## config.mk

```make
export PLATFORM = sky130hd
export DESIGN_NAME = gauss_score_top2
export DESIGN_NICKNAME = d
export VERILOG_FILES = /design/src/rtl/gsc_pkg.sv /design/src/rtl/gsc_lane.sv /design/src/rtl/gsc_lut.sv /design/src/rtl/gsc_tree.sv /design/src/rtl/gsc_top2.sv /design/src/rtl/gauss_score_top2.sv
export SDC_FILE = /design/constraint.sdc
export NUM_CORES = 2
export LEC_CHECK = 0
export CAP_MARGIN = 20
export CELL_PAD_IN_SITES_DETAIL_PLACEMENT = 0
export CELL_PAD_IN_SITES_GLOBAL_PLACEMENT = 2
export CORE_MARGIN = 5
export CORE_UTILIZATION = 33
export CTS_CLUSTER_DIAMETER = 200
export DETAILED_ROUTE_END_ITERATION = 6
export HOLD_SLACK_MARGIN = 0.03
export PLACE_DENSITY_LB_ADDON = 0.3
export SLEW_MARGIN = 5
export SYNTH_ARGS = -nofsm -noshare
export SYNTH_HDL_FRONTEND = slang
export SYNTH_SLANG_ARGS = --single-unit
export TNS_END_PERCENT = 100
```

## constraint.sdc

```tcl
create_clock -name clk -period 3.8 [get_ports clk]
set_input_delay 0.76 -clock clk [delete_from_list [all_inputs] [get_ports clk]]
set_output_delay 0.76 -clock clk [all_outputs]
set_load 0.01 [all_outputs]
```

## src/rtl/gsc_pkg.sv

```systemverilog
package gsc_pkg;
   localparam int COORD_W = 12;
   localparam int TBL_AW  = 6;
   localparam int TBL_W   = 16;

   typedef struct packed {
      logic               vld;
      logic               sof;
      logic               eof;
      logic [COORD_W-1:0] row;
      logic [COORD_W-1:0] col;
   } gsc_meta_t;
endpackage

```

## src/rtl/gsc_lane.sv

```systemverilog
module gsc_lane #(
   parameter int PIX_W   = 16,
   parameter int SHIFT_W = 4,
   parameter int AW      = 6
) (
   input  logic               clk,
   input  logic               rst_n,
   input  logic [PIX_W-1:0]   pix,
   input  logic [PIX_W-1:0]   kern,
   input  logic [SHIFT_W-1:0] shift,
   output logic [AW-1:0]      idx_q
);
   logic [PIX_W-1:0] diff;
   logic [PIX_W-1:0] shd;
   logic [AW-1:0]    idx_d;

   always_comb begin
      diff = (pix >= kern) ? (pix - kern) : (kern - pix);
      shd  = diff >> shift;
   end

   generate
      if (PIX_W > AW) begin : g_sat
         always_comb idx_d = (|shd[PIX_W-1:AW]) ? {AW{1'b1}} : shd[AW-1:0];

         // a shifted difference at or above the table end lands on the last entry
         p_sat_r1: assert property (@(posedge clk) disable iff (!rst_n)
            (|shd[PIX_W-1:AW]) |=> (idx_q == {AW{1'b1}}));
      end else begin : g_nosat
         always_comb idx_d = AW'(shd);
      end
   endgenerate

   always_ff @(posedge clk) begin
      if (!rst_n) idx_q <= '0;
      else        idx_q <= idx_d;
   end
endmodule

```

## src/rtl/gsc_lut.sv

```systemverilog
module gsc_lut #(
   parameter int LANES = 4,
   parameter int AW    = 6,
   parameter int DW    = 16
) (
   input  logic                clk,
   input  logic                rst_n,
   input  logic                we,
   input  logic [AW-1:0]       waddr,
   input  logic [DW-1:0]       wdata,
   input  logic [LANES*AW-1:0] idx_flat,
   output logic [LANES*DW-1:0] rd_flat
);
   localparam int DEPTH = 1 << AW;

   logic [DW-1:0] mem [DEPTH];

   always_ff @(posedge clk) begin
      if (we) mem[waddr] <= wdata;
   end

   always_ff @(posedge clk) begin
      if (!rst_n) rd_flat <= '0;
      else begin
         for (int l = 0; l < LANES; l++)
            rd_flat[l*DW +: DW] <= mem[idx_flat[l*AW +: AW]];
      end
   end

   // a read of a just-written address returns the written word
   p_wr_then_rd_r2: assert property (@(posedge clk) disable iff (!rst_n)
      ($past(we) && (idx_flat[AW-1:0] == $past(waddr))) |=> (rd_flat[DW-1:0] == $past(wdata, 2)));
endmodule

```

## src/rtl/gsc_tree.sv

```systemverilog
module gsc_tree #(
   parameter int LANES = 4,
   parameter int IN_W  = 16,
   parameter int OUT_W = 18
) (
   input  logic                  clk,
   input  logic                  rst_n,
   input  logic [LANES*IN_W-1:0] in_flat,
   output logic [OUT_W-1:0]      sum
);
   localparam int LVLS = $clog2(LANES);
   localparam int NPAD = 1 << LVLS;
   localparam int HALF = NPAD / 2;

   logic [OUT_W-1:0] leaf [NPAD];
   logic [OUT_W-1:0] stg  [LVLS][HALF];

   always_comb begin
      for (int n = 0; n < NPAD; n++)
         leaf[n] = (n < LANES) ? OUT_W'(in_flat[n*IN_W +: IN_W]) : '0;
   end

   always_ff @(posedge clk) begin
      if (!rst_n) begin
         for (int l = 0; l < LVLS; l++)
            for (int n = 0; n < HALF; n++)
               stg[l][n] <= '0;
      end else begin
         for (int l = 0; l < LVLS; l++)
            for (int n = 0; n < HALF; n++)
               if (n < (NPAD >> (l + 1)))
                  stg[l][n] <= (l == 0) ? (leaf[2*n] + leaf[2*n+1])
                             : (stg[(l == 0) ? 0 : l-1][2*n] + stg[(l == 0) ? 0 : l-1][2*n+1]);
      end
   end

   assign sum = stg[LVLS-1][0];
endmodule

```

## src/rtl/gsc_top2.sv

```systemverilog
module gsc_top2 #(
   parameter int SW = 18,
   parameter int CW = 12
) (
   input  logic          clk,
   input  logic          rst_n,
   input  logic          in_vld,
   input  logic          in_sof,
   input  logic          in_eof,
   input  logic [SW-1:0] in_score,
   input  logic [CW-1:0] in_row,
   input  logic [CW-1:0] in_col,
   output logic          b_vld,
   output logic [SW-1:0] b_score,
   output logic [CW-1:0] b_row,
   output logic [CW-1:0] b_col,
   output logic          s_vld,
   output logic [SW-1:0] s_score,
   output logic [CW-1:0] s_row,
   output logic [CW-1:0] s_col,
   output logic          done
);
   logic beats_best, beats_second;

   always_comb begin
      beats_best   = !b_vld || (in_score > b_score);
      beats_second = !s_vld || (in_score > s_score);
   end

   always_ff @(posedge clk) begin
      if (!rst_n) begin
         b_vld <= 1'b0; b_score <= '0; b_row <= '0; b_col <= '0;
         s_vld <= 1'b0; s_score <= '0; s_row <= '0; s_col <= '0;
         done  <= 1'b0;
      end else begin
         done <= in_vld && in_eof;
         if (in_vld) begin
            if (in_sof) begin
               b_vld <= 1'b1; b_score <= in_score; b_row <= in_row; b_col <= in_col;
               s_vld <= 1'b0; s_score <= '0;       s_row <= '0;     s_col <= '0;
            end else if (beats_best) begin
               s_vld <= b_vld; s_score <= b_score; s_row <= b_row; s_col <= b_col;
               b_vld <= 1'b1;  b_score <= in_score; b_row <= in_row; b_col <= in_col;
            end else if (beats_second) begin
               s_vld <= 1'b1;  s_score <= in_score; s_row <= in_row; s_col <= in_col;
            end
         end
      end
   end

   // whenever both slots are filled the best is not below the second
   p_rank_order_r5: assert property (@(posedge clk) disable iff (!rst_n)
      (b_vld && s_vld) |-> (b_score >= s_score));

   // an arrival not above the filled best leaves the best slot untouched
   p_tie_keeps_best_r7: assert property (@(posedge clk) disable iff (!rst_n)
      (in_vld && !in_sof && b_vld && (in_score <= b_score)) |=>
         ($stable(b_score) && $stable(b_row) && $stable(b_col)));

   // a start-of-frame arrival leaves exactly one filled slot holding that score
   p_sof_clear_r8: assert property (@(posedge clk) disable iff (!rst_n)
      (in_vld && in_sof) |=> (b_vld && !s_vld && (b_score == $past(in_score))));

   // the done pulse only follows an end-of-frame arrival
   p_done_src_r9: assert property (@(posedge clk) disable iff (!rst_n)
      done |-> $past(in_vld && in_eof));
endmodule

```

## src/rtl/gauss_score_top2.sv

```systemverilog
module gauss_score_top2 #(
   parameter int LANES   = 4,
   parameter int PIX_W   = 16,
   parameter int SHIFT_W = 4,
   localparam int CW     = gsc_pkg::COORD_W,
   localparam int AW     = gsc_pkg::TBL_AW,
   localparam int TW     = gsc_pkg::TBL_W,
   localparam int SCW    = TW + $clog2(LANES)
) (
   input  logic                   clk,
   input  logic                   rst_n,
   input  logic                   tbl_we,
   input  logic [AW-1:0]          tbl_addr,
   input  logic [TW-1:0]          tbl_data,
   input  logic [SHIFT_W-1:0]     diff_shift,
   input  logic                   in_valid,
   input  logic                   in_sof,
   input  logic                   in_eof,
   input  logic [CW-1:0]          in_row,
   input  logic [CW-1:0]          in_col,
   input  logic [LANES*PIX_W-1:0] in_pix,
   input  logic [LANES*PIX_W-1:0] in_kern,
   output logic                   score_valid,
   output logic [SCW-1:0]         score,
   output logic [CW-1:0]          score_row,
   output logic [CW-1:0]          score_col,
   output logic                   best_valid,
   output logic [SCW-1:0]         best_score,
   output logic [CW-1:0]          best_row,
   output logic [CW-1:0]          best_col,
   output logic                   second_valid,
   output logic [SCW-1:0]         second_score,
   output logic [CW-1:0]          second_row,
   output logic [CW-1:0]          second_col,
   output logic                   frame_done
);
   import gsc_pkg::*;

   localparam int LVLS = $clog2(LANES);
   localparam int LAT  = 2 + LVLS;

   generate
      if (LANES < 2)   begin : g_bad_lanes $error("LANES must be at least 2"); end
      if (PIX_W < 2)   begin : g_bad_pix   $error("PIX_W must be at least 2"); end
      if (SHIFT_W < 1) begin : g_bad_shift $error("SHIFT_W must be at least 1"); end
   endgenerate

   logic [LANES*AW-1:0] idx_flat;
   logic [LANES*TW-1:0] wgt_flat;
   logic [SCW-1:0]      tree_sum;
   gsc_meta_t           meta_q [LAT];
   gsc_meta_t           meta_in;

   generate
      for (genvar g = 0; g < LANES; g++) begin : g_lane
         gsc_lane #(.PIX_W(PIX_W), .SHIFT_W(SHIFT_W), .AW(AW)) lane_i (
            .clk   (clk),
            .rst_n (rst_n),
            .pix   (in_pix[g*PIX_W +: PIX_W]),
            .kern  (in_kern[g*PIX_W +: PIX_W]),
            .shift (diff_shift),
            .idx_q (idx_flat[g*AW +: AW])
         );
      end
   endgenerate

   gsc_lut #(.LANES(LANES), .AW(AW), .DW(TW)) lut_i (
      .clk      (clk),
      .rst_n    (rst_n),
      .we       (tbl_we),
      .waddr    (tbl_addr),
      .wdata    (tbl_data),
      .idx_flat (idx_flat),
      .rd_flat  (wgt_flat)
   );

   gsc_tree #(.LANES(LANES), .IN_W(TW), .OUT_W(SCW)) tree_i (
      .clk     (clk),
      .rst_n   (rst_n),
      .in_flat (wgt_flat),
      .sum     (tree_sum)
   );

   always_comb begin
      meta_in.vld = in_valid;
      meta_in.sof = in_valid & in_sof;
      meta_in.eof = in_valid & in_eof;
      meta_in.row = in_row;
      meta_in.col = in_col;
   end

   always_ff @(posedge clk) begin
      if (!rst_n) begin
         for (int k = 0; k < LAT; k++) meta_q[k] <= '0;
      end else begin
         meta_q[0] <= meta_in;
         for (int k = 1; k < LAT; k++) meta_q[k] <= meta_q[k-1];
      end
   end

   assign score_valid = meta_q[LAT-1].vld;
   assign score       = tree_sum;
   assign score_row   = meta_q[LAT-1].row;
   assign score_col   = meta_q[LAT-1].col;

   gsc_top2 #(.SW(SCW), .CW(CW)) trk_i (
      .clk      (clk),
      .rst_n    (rst_n),
      .in_vld   (meta_q[LAT-1].vld),
      .in_sof   (meta_q[LAT-1].sof),
      .in_eof   (meta_q[LAT-1].eof),
      .in_score (tree_sum),
      .in_row   (meta_q[LAT-1].row),
      .in_col   (meta_q[LAT-1].col),
      .b_vld    (best_valid),
      .b_score  (best_score),
      .b_row    (best_row),
      .b_col    (best_col),
      .s_vld    (second_valid),
      .s_score  (second_score),
      .s_row    (second_row),
      .s_col    (second_col),
      .done     (frame_done)
   );

   // a score leaves with the position that entered LAT edges earlier (checked one stage back)
   p_coord_carry_r4: assert property (@(posedge clk) disable iff (!rst_n)
      meta_q[1].vld |-> ($past(in_valid, 2) && (meta_q[1].row == $past(in_row, 2))));
endmodule

```

---- Word level (Yosys, flattened, before mapping) ----
Memory sizes are Yosys's and may differ from the RTL's. A register that Yosys moved wholly into a read port is not among the register bits.
Cells that the tools add are included.
operators by class
  add/sub/neg operators ................... 11
  $mul .................................... 0
  div/mod/pow operators ................... 0
  order comparisons ....................... 6
  equal/unequal tests ..................... 0
  shifts and indexed selects .............. 4
  mux-type cells .......................... 39
  bitwise logic cells ..................... 9
  reductions and logical operators ........ 17
operators by type and width
  kind                 count
  $sub A16 B16 Y16     8
  $mux W18             7
  $mux W12             10
  $mux W27             4
  $ge A16 B16 Y1       4
  $mux W16             4
  $shr A16 B4 Y16      4
  $reduce_or A10 Y1    4
  $gt A18 B18 Y1       2
  $add A16 B16 Y17     2
  $mux W6              4
  $add A18 B18 Y18     1
  $mux W17             1
  $mux W1              9
  $or A1 B1 Y1         7
  $logic_not A1 Y1     6
  $reduce_and A2 Y1    2
  $reduce_bool A3 Y1   1
  $and A1 B1 Y1        2
  $logic_or A1 B1 Y1   2
  $reduce_bool A2 Y1   1
  $logic_and A1 B1 Y1  1
word-level totals
  bits in registers ....................... 111
  latch bits .............................. 0
  bits in writable memories ............... 1202
  ROM bits ................................ 0
  input port bits ......................... 184
  output and inout port bits .............. 130
  word-level logic and storage cells ...... 102
  memories ................................ 3
memories
  name        words  bits a word  read ports  clocked after memory_dff  write ports  line                    text
  lut_i.mem   64     16           4           4                         1            gsc_lut.sv:16           logic [DW-1:0] mem [DEPTH];
  meta_q      4      27           4           0                         4            gauss_score_top2.sv:51  gsc_meta_t meta_q [LAT];
  tree_i.stg  2      35           2           0                         2            gsc_tree.sv:16          logic [OUT_W-1:0] stg [LVLS][HALF];

---- Depth between registers and ports, before layout ----
An unclocked memory read counts as a cell.
  word-level depth ........................ 6
  gate-level depth with buffers ........... 17
  depth with buffers taken out ............ 15

---- Modules after synthesis ----
A second synthesis with hierarchy kept.
unflattened totals
  cell total of the unflattened synthesis .. 6405
  area total of the unflattened synthesis .. 87704.1 um^2
by module, submodules not included
  module            instances  cells each  area each (um^2)  sequential area each (um^2)
  gsc_lut           1          3619        65228.8           32030.7
  gsc_lane          4          411         2802.7            120.1
  gsc_top2          1          467         4464.3            1741.7
  gsc_tree          1          424         3708.6            1041.0
  gauss_score_top2  1          251         3091.7            2162.1

---- Worst setup path after synthesis ----
OpenSTA, ideal clock, no wires.
  kind .................................... input-to-reg
  start ................................... input in_pix[55]
  end ..................................... register g_lane[3].lane_i.idx_q[0]
  setup time .............................. 0.122 ns
  arrival time ............................ 3.896 ns
  data required time ...................... 3.678 ns
  path slack .............................. -0.218 ns
  cell stages on the path ................. 15
  buffers on the path ..................... 2
  cell sequence ........................... inv_1 ha_1 buf_6 a21o_1 a211oi_2 nor2_1 o31ai_4 buf_6 nand2_2 or4_4 and3_4 a221oi_1 nor4b_2 a311oi_2 a311o_1
between the ends
  longest elaborated chain between the ends .. 5
  elaborated cells on any way between the ends .. 7
  those cells by class .................... 2 x add/sub; 1 x order compare; 1 x shift; 2 x mux; 1 x reduce/logical
RTL lines
  what                                                line                    text
  start, declared                                     gauss_score_top2.sv:21  input logic [LANES*PIX_W-1:0] in_pix,
  $sub A16 B16 Y16 or $ge A16 B16 Y1 (tied branches)  gsc_lane.sv:18          diff = (pix >= kern) ? (pix - kern) : (kern - pix);
  $mux W16 (*)                                        gsc_lane.sv:18
  $shr A16 B4 Y16 (*)                                 gsc_lane.sv:19          shd = diff >> shift;
  $reduce_or A10 Y1                                   gsc_lane.sv:24          always_comb idx_d = (|shd[PIX_W-1:AW]) ? {AW{1'b1}} : shd[AW-1:0];
  $mux W6 (*)                                         gsc_lane.sv:24
  end signal, assigned                                gsc_lane.sv:36          else idx_q <= idx_d;
  end, declared                                       gsc_lane.sv:11          output logic [AW-1:0] idx_q
Every way passes the cells marked *; elsewhere a longest branch is shown, timed or not.
A chain may end at the register's enable or synchronous reset.

---- Final worst setup path ----
  start ................................... input in_pix[39]
  end ..................................... register g_lane[2].lane_i.idx_q[4]
between the ends
  longest elaborated chain between the ends .. 5
  elaborated cells on any way between the ends .. 7
  those cells by class .................... 2 x add/sub; 1 x order compare; 1 x shift; 2 x mux; 1 x reduce/logical
RTL lines
  what                                                line
  $sub A16 B16 Y16 or $ge A16 B16 Y1 (tied branches)  gsc_lane.sv:18
  $mux W16 (*)                                        gsc_lane.sv:18
  $shr A16 B4 Y16 (*)                                 gsc_lane.sv:19
  $reduce_or A10 Y1                                   gsc_lane.sv:24
  $mux W6 (*)                                         gsc_lane.sv:24
  end signal, assigned                                gsc_lane.sv:36
  end, declared                                       gsc_lane.sv:11
Marked as above.

==> flow_metrics.py <==
metrics = {
    "die": {
        "row_count": 185,
        "pin_count": 314,
        "die_h_um": 516,
        "start_util_pct": 33.2,
        "dieArea_um2": 266000,
        "die_x_um": 516,
        "core_um2": 254000,
    },
    "clock_tree": {
        "cts-root-buf": "clkbuf_16",
        "clk_latency_ns": 0.81,
        "tritoncts": "yes",
        "cts.htree.levels": 4,
        "cts_sinks": 1359,
        "numCtsBuffers": 154,
        "clk_path_buf_depth": 3,
        "clkSlewWorstSetupHoldPaths_ns": 0.06,
    },
    "global_routing": {
        "grtUsageMet2_pct": 34.6,
        "globalRouteOverflowTotal": 0,
        "grt_pass1_vias": 57700,
        "grt.busiest_layer": "met2",
        "antenna_found_initial": 25,
        "track_usage_pct": 22.4,
        "grt_max_degree": 172,
        "grt.met3_usage_pct": 7.23,
        "grt_pass1_wl_um": 430000,
        "use_met1_pct": 30.6,
    },
    "flow_run": {
        "cap_violations": 0,
    },
    "hold_path": {
        "hold_path.startpoint": "tbl_data[4]",
        "holdCritPathClass": "in -> reg",
    },
    "setup_path": {
        "crit_path_end": "g_lane[2].lane_i.idx_q[4]",
        "path_class": "in -> reg",
        "worst_r2r_endpoint": "tree_i.stg[0][14]",
        "rrSetupSlack_ns": 0.29,
        "crit_required_ns": 4.43,
        "r2r_start": "lut_i.rd_flat[32]",
        "startpoint": "in_pix[39]",
        "crit_arrival_ns": 4.35,
        "end_kind": "flop",
        "r2r_cells": 15,
        "critPathMaxFanout": 6,
        "startpoint_type": "input pin",
    },
    "layout": {
        "nets": 6533,
        "layout-drive-gt1-share_pct": 42.8,
        "area_growth_pct": 22.4,
        "stdcell_area_um2": 103000,
        "final_cell_mix": "mux4_2 (1355), edfxtp_1 (1024), buf_4 (645)",
        "nFillCells": 23100,
        "register_area_um2": 37500,
        "multi_input_area_um2": 45600,
        "mostFrequentLayoutCell": "mux4_2",
    },
    "synth": {
        "avgSynthCellArea_um2": 15.7,
        "netlist_area_um2": 84500,
        "synth_edf_count": 1024,
        "seq_area_frac_synth_pct": 44.3,
        "ys_ff_latch": 1359,
        "async_reset_ff_share_pct": 0,
        "syn_inst": 5367,
        "ys_warn_count": 0,
        "synth-main-ff-cell": "edfxtp_1",
        "synth.distinct_cells": 90,
        "synth_nets": 5771,
    },
    "drt": {
        "viasPerCell": 5.92,
        "drt_iter0_drc": 6052,
        "num_vias": 57000,
        "routedWlPerCell_um": 31.4,
        "antenna_left": 0,
        "drc": 0,
        "dr.pass1.iters": 5,
        "drt-total-wl_um": 302000,
    },
    "power_and_ir_drop": {
        "peakVddDrop_uv": 429,
        "p_leak_nw": 35.5,
        "p_total_mw": 50.1,
        "pwr_density_cell_nw_per_um2": 484,
    },
    "timing": {
        "rsz0062_at_grt": "yes",
        "relSlewSlack_pct": 23.1,
        "worst_pin_slew_ns": 1.15,
        "final_max_slew_viol_count": 0,
        "fin_ws_ns": 0.0787,
        "fin_crit_sh_pct": 97.9,
        "final.min_clock_period_ns": 3.72,
        "setup_viol": 0,
        "fmax_mhz": 269,
        "hold_violations": 0,
        "skew_ns": 0.0333,
    },
    "placed_design": {
        "preCtsSetupSlack_ns": -1.10,
        "gp_congestion": 0.849,
        "hpwl_um": 205000,
        "placed_area_um2": 96700,
        "portBuffers": 313,
    },
    "status": {
        "status": "completed",
    },
}
[critical path, cell delays in order]
cell,delay [ns]
clkdlybuf4s50_1,0.49
inv_1,0.05
ha_1,0.29
and3_4,0.21
nor3b_4,0.20
nand4b_1,0.26
o21a_4,0.31
nand2_2,0.10
buf_6,0.15
mux2i_4,0.28
xor2_4,0.23
mux2_4,0.19
buf_4,0.11
o22ai_1,0.10
nor4_2,0.33
buf_4,0.20
o22ai_1,0.07
[metrics by stage]
stage          setup TNS, ns  hold WS (ns)  utilization, %  cells
2_1_floorplan          -1.47         0.412               -   5367
3_3_place_gp          -24.66         0.414            38.0   9285
3_5_place_dp          -24.32         0.417            38.0   9285
4_1_cts                    0         0.309            40.2   9590
5_1_grt               -0.148         0.288            40.6   9622
6_report                   0         0.323            40.7   9628
[what timing repair did]
item                       4_1_cts  5_1_grt
resized for setup              109      159
pin swaps                       44       63
buffers inserted                24       17
hold buffers                     0        0
setup endpoints to repair       24       24
[metal layers]
layer | share of wire [%] | up-vias
li1 | - | 23800
met1 | 40 | 29700
met2 | 45 | 2939
met3 | 12 | 495
met4 | 2.9 | 6
met5 | 0.013 | -
[logic make-up (layout without fill, tap and decap cells)]
kind of cell | after synthesis | in the layout | synth area share, %
AO/OA/AOI/OAI | 654 | 654 | 5.06
XOR/XNOR | 89 | 89 | 0.932
adder cells (fa/ha/maj) | 220 | 220 | 3.36
buffers and inverters | 676 | 1564 | 3.15
flip-flops | 1359 | 1359 | 44.3
multiplexers | 1518 | 1518 | 38.1
other | 0 | 7 | 0
AND/OR/NAND/NOR | 851 | 851 | 5.06
[power breakdown]
part / switching [mW] / total [mW] / internal, mW
clock: 6.33 / 15.2 / 8.83
combinational: 8.82 / 17.5 / 8.72
sequential: 0.840 / 17.4 / 16.5
[state kept, by name, summed over array words and instances (netlist names)]
signal	flops
trk_i.b_col	12
tree_i.stg	52
lut_i.mem	1024
trk_i.s_col	12
trk_i.s_score	18
g_lane.lane_i.idx_q	24
trk_i.b_score	18
lut_i.rd_flat	64
trk_i.s_row	12
trk_i.b_row	12
trk_i.b_vld	1
trk_i.done	1
meta_q	108
trk_i.s_vld	1
[synthesized netlist by cell type, drive strengths merged, types with 7 or more instances]
cell type / count / area share (%)
buf: 177 / 0.94
nor3b: 8 / 0.071
xor2: 28 / 0.29
nor3: 44 / 0.26
o2bb2ai: 21 / 0.22
o21a: 29 / 0.26
a221oi: 9 / 0.093
a21oi: 180 / 1.1
nand2b: 25 / 0.19
a31oi: 23 / 0.17
nand4: 22 / 0.16
nor2b: 38 / 0.28
nor2: 255 / 1.2
or3: 12 / 0.089
nand2: 161 / 0.72
nand4b: 7 / 0.073
inv: 210 / 0.93
and2: 189 / 1.4
mux2i: 139 / 1.6
a21o: 69 / 0.61
dfxtp: 335 / 7.9
a211oi: 19 / 0.18
mux2: 24 / 0.32
o21bai: 11 / 0.098
a22oi: 7 / 0.062
o31ai: 11 / 0.11
and3: 19 / 0.15
xnor2: 61 / 0.64
o21ai: 151 / 0.89
fa: 11 / 0.26
ha: 209 / 3.1
mux4: 1355 / 36
nand3: 41 / 0.24
o22ai: 16 / 0.12
o211ai: 25 / 0.22
clkbuf: 286 / 1.3
a21boi: 11 / 0.098
edfxtp: 1024 / 36
[how the worst min path moves through the flow]
stage | endpoint | slack, ns | depth (start not counted)
after global placement | meta_q[2][7] | 0.41 | 1
after CTS | tree_i.stg[0][9] | 0.31 | 2
after floorplan | meta_q[1][0] | 0.41 | 1
final | lut_i.mem[41][4] | 0.32 | 1
after global routing | lut_i.mem[41][4] | 0.29 | 1
after detailed placement | meta_q[2][18] | 0.42 | 1
[layout make-up]
class,count,share of cell area (%)
Clock buffer,197,4.03
Timing Repair Buffer,1069,9.75
Tap cell,3366,4.07
Inverter,213,0.795
Antenna cell,7,0.0169
Sequential cell,1359,36.3
Multi-Input combinational cell,3332,44.1
Clock inverter,85,0.904
Power figures use the tool's default switching activity.
